## config.mk

```make
export PLATFORM = sky130hd
export DESIGN_NAME = evt_deinterleaver
export DESIGN_NICKNAME = d
export VERILOG_FILES = /design/src/rtl/evt_deint_pkg.sv /design/src/rtl/evt_deint_framer.sv /design/src/rtl/evt_deint_assembler.sv /design/src/rtl/evt_deint_outbuf.sv /design/src/rtl/evt_deinterleaver.sv
export SDC_FILE = /design/constraint.sdc
export NUM_CORES = 1
export LEC_CHECK = 0
export BUFFER_PORTS_ARGS = -buffer_cell sky130_fd_sc_hd__clkbuf_2
export CAP_MARGIN = 20
export CORE_ASPECT_RATIO = 1.25
export CORE_MARGIN = 3
export CORE_UTILIZATION = 61
export CTS_BUF_LIST = sky130_fd_sc_hd__clkbuf_16
export CTS_CLUSTER_SIZE = 12
export DETAILED_ROUTE_END_ITERATION = 10
export GPL_ROUTABILITY_DRIVEN = 0
export PLACE_DENSITY = 0.82
export SYNTH_ARGS = -nofsm -noshare
export SYNTH_HDL_FRONTEND = slang
export SYNTH_HIERARCHICAL = 1
export SYNTH_SLANG_ARGS = --single-unit
```

## constraint.sdc

```tcl
create_clock -name clk_i -period 6.6 [get_ports clk_i]
set_input_delay 0.99 -clock clk_i [delete_from_list [all_inputs] [get_ports clk_i]]
set_output_delay 0.99 -clock clk_i [all_outputs]
set_load 0.005 [all_outputs]
```

## src/rtl/evt_deint_pkg.sv

```systemverilog
package evt_deint_pkg;
  localparam int CHIPS  = 4;
  localparam int WORD_W = 16;
  localparam int CHIP_W = $clog2(CHIPS);
  localparam int BCNT_W = $clog2(WORD_W);

  typedef enum logic [1:0] {ST_HUNT, ST_DATA, ST_END1, ST_END2} frm_state_e;

  function automatic logic [WORD_W-1:0] gray_to_bin(input logic [WORD_W-1:0] g);
    logic [WORD_W-1:0] b;
    b[WORD_W-1] = g[WORD_W-1];
    for (int i = WORD_W-2; i >= 0; i--) b[i] = b[i+1] ^ g[i];
    return b;
  endfunction
endpackage

```

## src/rtl/evt_deint_framer.sv

```systemverilog
module evt_deint_framer
  import evt_deint_pkg::*;
#(
  parameter int         TOTAL_WORDS = 1924,
  parameter int         IDX_W       = 11,
  parameter logic [7:0] HDR_BYTE    = 8'hA5,
  parameter logic [7:0] END_BYTE    = 8'h00
) (
  input  logic             clk_i,
  input  logic             rst_ni,
  input  logic             accept_i,
  input  logic [7:0]       byte_i,
  output logic             in_data_o,
  output logic             last_bit_o,
  output logic [IDX_W-1:0] word_idx_o,
  output logic             event_ok_o,
  output logic             frame_err_o
);
  frm_state_e        state_q;
  logic [BCNT_W-1:0] bit_cnt_q;
  logic [IDX_W-1:0]  idx_q;
  logic              ok_q, err_q;

  assign in_data_o   = (state_q == ST_DATA);
  assign last_bit_o  = (bit_cnt_q == BCNT_W'(WORD_W-1));
  assign word_idx_o  = idx_q;
  assign event_ok_o  = ok_q;
  assign frame_err_o = err_q;

  always_ff @(posedge clk_i or negedge rst_ni) begin
    if (!rst_ni) begin
      state_q   <= ST_HUNT;
      bit_cnt_q <= '0;
      idx_q     <= '0;
      ok_q      <= 1'b0;
      err_q     <= 1'b0;
    end else begin
      ok_q <= 1'b0;
      if (accept_i) begin
        unique case (state_q)
          ST_HUNT: if (byte_i == HDR_BYTE) begin
            state_q   <= ST_DATA;
            bit_cnt_q <= '0;
            idx_q     <= '0;
          end
          ST_DATA: begin
            bit_cnt_q <= bit_cnt_q + 1'b1;
            if (last_bit_o) begin
              if (idx_q == IDX_W'(TOTAL_WORDS-1)) state_q <= ST_END1;
              else                                idx_q   <= idx_q + 1'b1;
            end
          end
          ST_END1, ST_END2: begin
            if (byte_i == END_BYTE) begin
              state_q <= (state_q == ST_END1) ? ST_END2 : ST_HUNT;
              ok_q    <= (state_q == ST_END2);
            end else begin
              // resync: a header byte here opens the next event at once
              err_q     <= 1'b1;
              state_q   <= (byte_i == HDR_BYTE) ? ST_DATA : ST_HUNT;
              bit_cnt_q <= '0;
              idx_q     <= '0;
            end
          end
          default: state_q <= ST_HUNT;
        endcase
      end
    end
  end
endmodule

```

## src/rtl/evt_deint_assembler.sv

```systemverilog
module evt_deint_assembler
  import evt_deint_pkg::*;
(
  input  logic                          clk_i,
  input  logic                          rst_ni,
  input  logic                          shift_i,
  input  logic [CHIPS-1:0]              nib_i,
  output logic [CHIPS-1:0][WORD_W-1:0]  word_o
);
  for (genvar k = 0; k < CHIPS; k++) begin : g_lane
    logic [WORD_W-2:0] sr_q;
    always_ff @(posedge clk_i or negedge rst_ni) begin
      if (!rst_ni)      sr_q <= '0;
      else if (shift_i) sr_q <= {sr_q[WORD_W-3:0], nib_i[k]};
    end
    // completed word including the bit arriving this cycle
    assign word_o[k] = {sr_q, nib_i[k]};
  end
endmodule

```

## src/rtl/evt_deint_outbuf.sv

```systemverilog
module evt_deint_outbuf
  import evt_deint_pkg::*;
#(
  parameter int MEAS_WORDS = 1920,
  parameter int IDX_W      = 11
) (
  input  logic                         clk_i,
  input  logic                         rst_ni,
  input  logic                         load_i,
  input  logic [CHIPS-1:0][WORD_W-1:0] word_i,
  input  logic [IDX_W-1:0]             idx_i,
  input  logic                         out_ready_i,
  output logic                         busy_o,
  output logic [WORD_W-1:0]            out_word_o,
  output logic [CHIP_W-1:0]            out_chip_o,
  output logic [IDX_W-1:0]             out_idx_o
);
  logic [CHIPS-1:0][WORD_W-1:0] data_q;
  logic [CHIP_W-1:0]            sel_q;
  logic [IDX_W-1:0]             idx_q;
  logic                         busy_q;
  logic                         is_meas;

  assign is_meas = (32'(idx_i) < MEAS_WORDS);

  for (genvar k = 0; k < CHIPS; k++) begin : g_slot
    always_ff @(posedge clk_i or negedge rst_ni) begin
      if (!rst_ni)     data_q[k] <= '0;
      else if (load_i) data_q[k] <= is_meas ? gray_to_bin(word_i[k]) : word_i[k];
    end
  end

  always_ff @(posedge clk_i or negedge rst_ni) begin
    if (!rst_ni) begin
      busy_q <= 1'b0;
      sel_q  <= '0;
      idx_q  <= '0;
    end else if (load_i) begin
      busy_q <= 1'b1;
      sel_q  <= '0;
      idx_q  <= idx_i;
    end else if (busy_q && out_ready_i) begin
      sel_q <= sel_q + 1'b1;
      if (sel_q == CHIP_W'(CHIPS-1)) busy_q <= 1'b0;
    end
  end

  assign busy_o     = busy_q;
  assign out_word_o = data_q[sel_q];
  assign out_chip_o = sel_q;
  assign out_idx_o  = idx_q;
endmodule

```

## src/rtl/evt_deinterleaver.sv

```systemverilog
module evt_deinterleaver
  import evt_deint_pkg::*;
#(
  parameter int         MEAS_WORDS  = 1920,
  parameter logic [7:0] HDR_BYTE    = 8'hA5,
  localparam int        TOTAL_WORDS = MEAS_WORDS + 4,
  localparam int        IDX_W       = $clog2(TOTAL_WORDS)
) (
  input  logic                   clk_i,
  input  logic                   rst_ni,
  input  logic                   in_valid_i,
  output logic                   in_ready_o,
  input  logic [7:0]             in_byte_i,
  output logic                   out_valid_o,
  input  logic                   out_ready_i,
  output logic [WORD_W-1:0]      out_word_o,
  output logic [CHIP_W-1:0]      out_chip_o,
  output logic [IDX_W-1:0]       out_idx_o,
  output logic [CHIPS*16-1:0]    roll_o,
  output logic [CHIPS*32-1:0]    ts_o,
  output logic [CHIPS*16-1:0]    chip_id_o,
  output logic                   event_ok_o,
  output logic                   frame_err_o
);
  logic                         accept, in_data, last_bit, busy, load;
  logic [IDX_W-1:0]             word_idx;
  logic [CHIPS-1:0][WORD_W-1:0] asm_word;

  // stall only the byte that would complete a word while the bank drains
  assign in_ready_o = !(in_data && last_bit && busy);
  assign accept     = in_valid_i && in_ready_o;
  assign load       = accept && in_data && last_bit;

  evt_deint_framer #(
    .TOTAL_WORDS(TOTAL_WORDS), .IDX_W(IDX_W), .HDR_BYTE(HDR_BYTE), .END_BYTE(8'h00)
  ) u_framer (
    .clk_i, .rst_ni, .accept_i(accept), .byte_i(in_byte_i),
    .in_data_o(in_data), .last_bit_o(last_bit), .word_idx_o(word_idx),
    .event_ok_o, .frame_err_o
  );

  evt_deint_assembler u_asm (
    .clk_i, .rst_ni, .shift_i(accept && in_data),
    .nib_i(in_byte_i[CHIPS-1:0]), .word_o(asm_word)
  );

  evt_deint_outbuf #(.MEAS_WORDS(MEAS_WORDS), .IDX_W(IDX_W)) u_obuf (
    .clk_i, .rst_ni, .load_i(load), .word_i(asm_word), .idx_i(word_idx),
    .out_ready_i, .busy_o(busy), .out_word_o, .out_chip_o, .out_idx_o
  );

  assign out_valid_o = busy;

  for (genvar k = 0; k < CHIPS; k++) begin : g_trl
    always_ff @(posedge clk_i or negedge rst_ni) begin
      if (!rst_ni) begin
        roll_o[k*16 +: 16]    <= '0;
        ts_o[k*32 +: 32]      <= '0;
        chip_id_o[k*16 +: 16] <= '0;
      end else if (load) begin
        if (word_idx == IDX_W'(MEAS_WORDS))     roll_o[k*16 +: 16]    <= asm_word[k];
        if (word_idx == IDX_W'(MEAS_WORDS + 1)) ts_o[k*32+16 +: 16]   <= asm_word[k];
        if (word_idx == IDX_W'(MEAS_WORDS + 2)) ts_o[k*32 +: 16]      <= asm_word[k];
        if (word_idx == IDX_W'(MEAS_WORDS + 3)) chip_id_o[k*16 +: 16] <= asm_word[k];
      end
    end
  end
endmodule

```

==> results of run 1 <==
==> cells by family after synthesis <==
logic type      count (synthesis)
fa+ha+maj                       3
flops                         413
buf+inv                        81
mux                           352
compound gates                130
simple gates                  191
xor+xnor                      113
==> Yosys cell counts, types with 28 or more instances <==
cell	instances	area (µm²)
a21oi_1	29	145.1
a31oi_1	29	181.4
dfrtp_1	413	10330
mux2_1	31	349.1
mux2_2	245	2759
mux2_4	60	900.9
nand2_1	36	135.1
nor2_1	78	292.8
o21ai_0	49	245.2
or3_1	29	181.4
xnor2_1	54	473.0
xnor3_1	28	630.6
==> cell type report <==
cell class,instances,area (µm²),area share
Clock buffer,43,1076,0.05041
Clock inverter,14,83.83,0.003927
Inverter,7,26.28,0.001231
Multi-Input combinational cell,789,7682,0.3599
Sequential cell,413,10330,0.4842
Tap cell,396,495.5,0.02321
Timing Repair Buffer,311,1647,0.07714
==> sequential cells by signal (all words and copies together), names as in the netlist, 4 cells and up <==
| name | count |
|---|---|
| ts_o | 128 |
| u_asm/g_lane.sr_q | 60 |
| u_framer/word_idx_o | 11 |
| roll_o | 64 |
| u_framer/bit_cnt_q | 4 |
| u_obuf/data_q | 64 |
| u_obuf/out_idx_o | 11 |
| chip_id_o | 64 |
==> layer usage <==
metal | vias to the layer above | share of wire | GRT usage
met5 | - | 0 | 0
met3 | 78 | 0.058 | 0.05511
li1 | 5130 | - | -
met4 | 0 | 0.030 | 0.08046
met1 | 5890 | 0.42 | 0.3387
met2 | 345 | 0.49 | 0.4195
==> worst max-delay path by stage <==
| stage | from | to | slack [ns] | depth (start not counted) |
|---|---|---|---|---|
| 2_1_floorplan | u_obuf/out_chip_o[0]$_DFFE_PN0P_ | out_word_o[0] | 3.69 | 3 |
| 5_1_grt | u_framer/state_q[1]$_DFFE_PN0P_ | ts_o[108]$_DFFE_PN0P_ | 2.91 | 6 |
| 3_5_place_dp | in_valid_i | ts_o[114]$_DFFE_PN0P_ | 2.98 | 5 |
| 3_3_place_gp | in_valid_i | ts_o[112]$_DFFE_PN0P_ | 3.05 | 5 |
| 6_report | u_framer/state_q[1]$_DFFE_PN0P_ | ts_o[95]$_DFFE_PN0P_ | 3.09 | 6 |
| 4_1_cts | u_framer/state_q[1]$_DFFE_PN0P_ | ts_o[95]$_DFFE_PN0P_ | 3.11 | 6 |
==> power breakdown <==
group | leakage, nW | switching (mW) | total (mW) | internal [mW]
Sequential | 5.76 | 0.0729 | 2.63 | 2.56
Combinational | 4.93 | 0.143 | 0.293 | 0.150
Clock | 0.601 | 0.900 | 2.09 | 1.19
Total | 11.3 | 1.12 | 5.02 | 3.90
==> stage by stage <==
stage	instances	instance area [µm²]	setup WS (ns)	total power, mW	utilization
floorplan	1283	18550	3.690	2.861	-
global placement	1914	20130	3.051	2.956	0.6800
detailed placement	1914	20130	2.980	2.970	0.6800
CTS	1971	21290	3.107	5.064	0.7192
global route	1973	21350	2.908	5.208	0.7210
finish	1973	21350	3.090	5.018	0.7210
==> critical path: stages, from the launching register on <==
cell and delay [ns]:
dfrtp_1 0.47, nand2b_4 0.23, inv_1 0.25, and4b_4 0.74
nand4_4 0.70, buf_4 0.54, mux2_2 0.35
==> impl_results.md, run 1 <==
- Worst-path clk slew: 0.06 ns
- 1st-pass router iterations: 6
- Commonest non-fill, non-tap cell in the layout: dfrtp_1
- Vias in the first global route: 11.86k
- Hold slack: 0.3743 ns
- Yosys warnings: 6
- Die height: 201.0 µm
- CTS resizes: 0
- Register area share after synthesis: 0.5571
- Final ANT Viol Nets: 0
- Drt first-iter violations: 751
- Clk_lat worst skew: 0.53 ns
- DRC Markers: 0
- IO buf count: 300
- Compound-Gate Fraction of Synth Area: 0.04067
- Mapped cell area: 18550 µm²
- Maxcap violations: 0
- # Post-CTS Setup Buffers: 0
- First-pass GRT wire length: 66.07 mm
- RSZ-0062 raised after global routing: no
- Worst Hold Class: input pin to asynchronous set/reset pin
- R2R Setup Slk: 3.09 ns
- Layout Nets: 1578
- Critical path capture point type: flop
- Syn avg cell area: 14.46 µm²
- Via density: 5.800
- Share of layout cells above drive strength 1: 0.4420
- Yosys cell types: 55
- Final Hold Fails: 0
- CORE AREA: 29600 µm²
- Area grow syn2layout: 15.07%
- All-layer global routing usage: 0.2538
- Fill cells: 2048
- Diode count: 0
- Grt total ovfl: 0
- Number of buffers created by CTS: 41
- Initial Util: 0.6266
- Largest family of logic cells by synthesized area: multiplexers
- Post-synth EDFFs: 0
- Clk root buf: clkbuf_16
- CTS tree: done
- Synth Area in XOR/XNOR: 0.08101
- Core Rows: 70
- Setup TNS: 0 ns
- R2r startpoint: u_framer/state_q[1]$_DFFE_PN0P_
- Slew Limit Fails: 0
- Die width: 162.0 µm
- Max Clk Rate: 284.9 MHz
- R2R depth: 6
- CP Launch Type: flop
- Initial antenna violation count: 0
- Post-Synthesis Cells: 1283
- Max clock buf depth: 3
- Data arrival, critical path: 3.91 ns
- #FFs+latches synth: 413
- Simple-gate area share of the yosys netlist: 0.05423
- Power density cells: 235.1 nW/µm²
- Synth Area in Adders: 0.002023
- Main synth FF type: dfrtp_1
- Clock skew: 0.01488 ns
- Fin crit period: 3.510 ns
- Clk sink count: 413
- Leak pwr: 11.29 nW
- Wire per inst: 20.88 µm
- Via count: 11.44k
- Largest net degree at the start of global routing: 143
- Worst VDD drop: 187.9 µV
- CTS H-Tree Depth: 2
- Post-synthesis mux area share: 0.2355
- WL final: 41.19 mm
- I/O pin count: 301
- Tightest Pin Transition: 1.041 ns
- Final Cycle Share: 0.5319
- Syn_nets: 1298
- CP max FO: 50
- Die area: 32550 µm²
- Critical Path RT: 7.00 ns
- Final setup violation count: 0
- Post-CTS Hold Buffers: 0
- Most frequent cells in the layout: dfrtp_1 (413), clkbuf_2 (299), mux2_2 (245)
- Relative slew slack: 0.3061
- DP HPWL: 27.54 mm
- Critical path class: flop to flop
- Status: finished clean
- FF-to-FF End: ts_o[95]$_DFFE_PN0P_
- Ys async rst share: 1.000
No activity file was read; power rests on OpenSTA's default activity.
==> run 2, diff against run 1 <==
CORE_UTILIZATION = 51   (was 61)
PLACE_DENSITY = 0.73   (was 0.82)
clock period = 2.92 ns   (was 6.6 ns; I/O delays follow)
==> run 2 against run 1 <==
Net effect: sequential share of layout area decreased by 0.98 points; utilization down 11 points; largest power group unchanged; highest routed layer unchanged; worst setup slack got worse by 2.8 ns; critical path type unchanged.
==> impl_results.md, run 2 (synthesis results as in run 1) <==
- Worst-path clk slew: 0.06 ns (about the same)
- Final Hold Fails: 0 (unchanged)
- Delay of the slowest critical-path stage: 0.47 ns (-0.27 ns)
- Crit path max-delay cell type: dfrtp_1
- Grt total ovfl: 0 (unchanged)
- Diode count: 0 (unchanged)
- Final setup violation count: 0 (unchanged)
- Area grow syn2layout: 17.44%
- Share of layout cells above drive strength 1: 0.4552 (+0.01325)
- Fin crit period: 2.600 ns (-0.9105 ns)
- Leak pwr: 11.47 nW (+1.6%)
- Largest register FFs: 128 (unchanged)
- Die height: 219.2 µm (+9.1%)
- Number of buffers created by CTS: 43 (+4.9%)
- Vias in the first global route: 11.85k (-0.084%)
- Final Cycle Share: 0.8903 (+0.3585)
- Power density cells: 538.3 nW/µm² (+130%)
- Clk root buf: clkbuf_16
- Commonest non-fill, non-tap cell in the layout: dfrtp_1
- Setup TNS: 0 ns (unchanged)
- Via density: 5.463 (-5.8%)
- Layout Nets: 1607 (+1.8%)
- Critical Path RT: 3.34 ns (-3.66 ns)
- Wire per inst: 20.57 µm (-1.5%)
- Area of the multi-input gates: 7682 µm² (unchanged)
- WL final: 42.82 mm (+4.0%)
- Via count: 11.37k (-0.61%)
- Cell Area, Placed: 20510 µm² (+1.9%)
- FF/Latch Area: 10330 µm² (unchanged)
- Final Cell Area: 21780 µm² (+2.1%)
- Top reg by flops: ts_o
- CTS H-Tree Depth: 2 (unchanged)
- Pre-CTS WS: 0.3255 ns (-2.654 ns)
- Initial antenna violation count: 0 (unchanged)
- Design Power: 11.73 mW (+130%)
- Post-route insts no fill: 2082 (+5.5%)
- Clk sink count: 413 (unchanged)
- Maxcap violations: 0 (unchanged)
- Status: finished clean
- All-layer global routing usage: 0.2220 (-0.03185)
- 1st-pass router iterations: 5 (-1)
- Drt first-iter violations: 611 (-19%)
- Fill cells: 2776 (+36%)
- Initial Util: 0.5204 (-0.1062)
- Core Rows: 77 (+10%)
- Critical path capture point type: flop
- Max Clk Rate: 384.7 MHz (+35%)
- Clock skew: 0.01804 ns (+0.003157 ns)
- Most frequent cells in the layout: dfrtp_1 (413), clkbuf_2 (299), mux2_2 (245)
- Worst Hold Class: input pin to flop
- Largest net degree at the start of global routing: 94 (-34%)
- DRC Markers: 0 (unchanged)
- Final ANT Viol Nets: 0 (unchanged)
- I/O pin count: 301 (unchanged)
- Cells along the critical path: nand2b_4, inv_1, and4b_4, buf_12, nand4_4, buf_4, mux2_1
- CTS tree: done
- RSZ-0062 raised after global routing: no
- Data arrival, critical path: 3.02 ns (-0.89 ns)
- CORE AREA: 35650 µm² (+20%)
- First-pass GRT wire length: 67.90 mm (+2.8%)
- Clk_lat worst skew: 0.54 ns (about the same)
- Relative slew slack: 0.4376 (+0.1314)
- Slew Limit Fails: 0 (unchanged)
- Critical path class: flop to flop
- Die area: 38710 µm² (+19%)
- Tightest Pin Transition: 0.8437 ns (-0.1971 ns)
- Die width: 176.6 µm (+9.0%)
- Cell count after placement: 2020 (+5.5%)
- # Post-CTS Setup Buffers: 0 (unchanged)
- IO buf count: 300 (unchanged)
- CP max FO: 47 (-6.0%)
- Setup slack after layout: 0.3203 ns (-2.769 ns)
- Max clock buf depth: 3 (unchanged)
- DP HPWL: 29.16 mm (+5.9%)
- Worst VDD drop: 464.7 µV (+150%)
- CP Launch Type: flop
==> run 2: cell count changes in the layout (fill, tap and decap cells not counted) <==
cell | before | now
buf_12 | 1 | 7
buf_16 | 2 | 0
buf_4 | 8 | 30
bufinv_16 | 1 | 4
clkinv_1 | 3 | 2
clkinv_2 | 0 | 6
dlygate4sd3_1 | 0 | 1
inv_1 | 16 | 12
==> run 2: final timing paths <==
| check | from | end | slack [ns] | cells after the start |
|---|---|---|---|---|
| setup / recovery | u_framer/state_q[1]$_DFFE_PN0P_ | ts_o[117]$_DFFE_PN0P_ | 0.32 | 7 |
| hold / removal | out_ready_i | u_obuf/out_chip_o[1]$_DFFE_PN0P_ | 0.18 | 3 |
| setup reg to reg | u_framer/state_q[1]$_DFFE_PN0P_ | ts_o[117]$_DFFE_PN0P_ | 0.32 | 7 |
| hold reg to reg | u_framer/frame_err_o$_DFFE_PN0P_ | u_framer/frame_err_o$_DFFE_PN0P_ | 0.49 | 1 |
| max in group asynchronous | rst_ni | ts_o[85]$_DFFE_PN0P_ | 1.50 | 3 |
| min in group asynchronous | rst_ni | ts_o[27]$_DFFE_PN0P_ | 0.47 | 2 |
==> run 2: critical path: cells and delay by family, from the launching register on <==
family / cells / cell delay (ns)
flops: 1 / 0.47
mux: 1 / 0.39
buf+inv: 3 / 0.80
simple gates: 3 / 0.77
==> run 2: layer usage <==
| metal | vias to the layer above | routed length (µm) | GRT usage |
|---|---|---|---|
| met4 | 0 | 962 | 0.05711 |
| met1 | 5817 | 18180 | 0.2924 |
| met5 | - | 0 | 0 |
| li1 | 5186 | - | - |
| met2 | 303 | 21290 | 0.3797 |
| met3 | 67 | 2398 | 0.04379 |
==> run 2: cell type report <==
| cell class | instances | area share |
|---|---|---|
| well taps | 474 | 0.02722 |
| clock inverters | 18 | 0.008500 |
| multi-input cells | 789 | 0.3527 |
| inverters | 7 | 0.001206 |
| repair buffers | 338 | 0.08661 |
| clock buffers | 43 | 0.04939 |
| flip-flops and latches | 413 | 0.4744 |
==> run 2: stage by stage <==
stage | utilization | hold WS (ns)
global route | 0.6111 | 0.2189
global placement | 0.5755 | 0.4597
CTS | 0.6111 | 0.1610
finish | 0.6111 | 0.1828
floorplan | - | 0.1424
detailed placement | 0.5755 | 0.4746
==> run 2: repair_timing <==
item / 4_1_cts / 5_1_grt
gates resized for setup: 0 / 0
hold buffers: 1 / 0
endpoints found under the hold margin: 68 / 0
==> run 2: power breakdown <==
part	switching, mW	leakage, nW	internal [mW]
combinational	0.311	5.07	0.347
clock	2.13	0.644	2.98
sequential	0.165	5.76	5.78
total	2.61	11.5	9.12
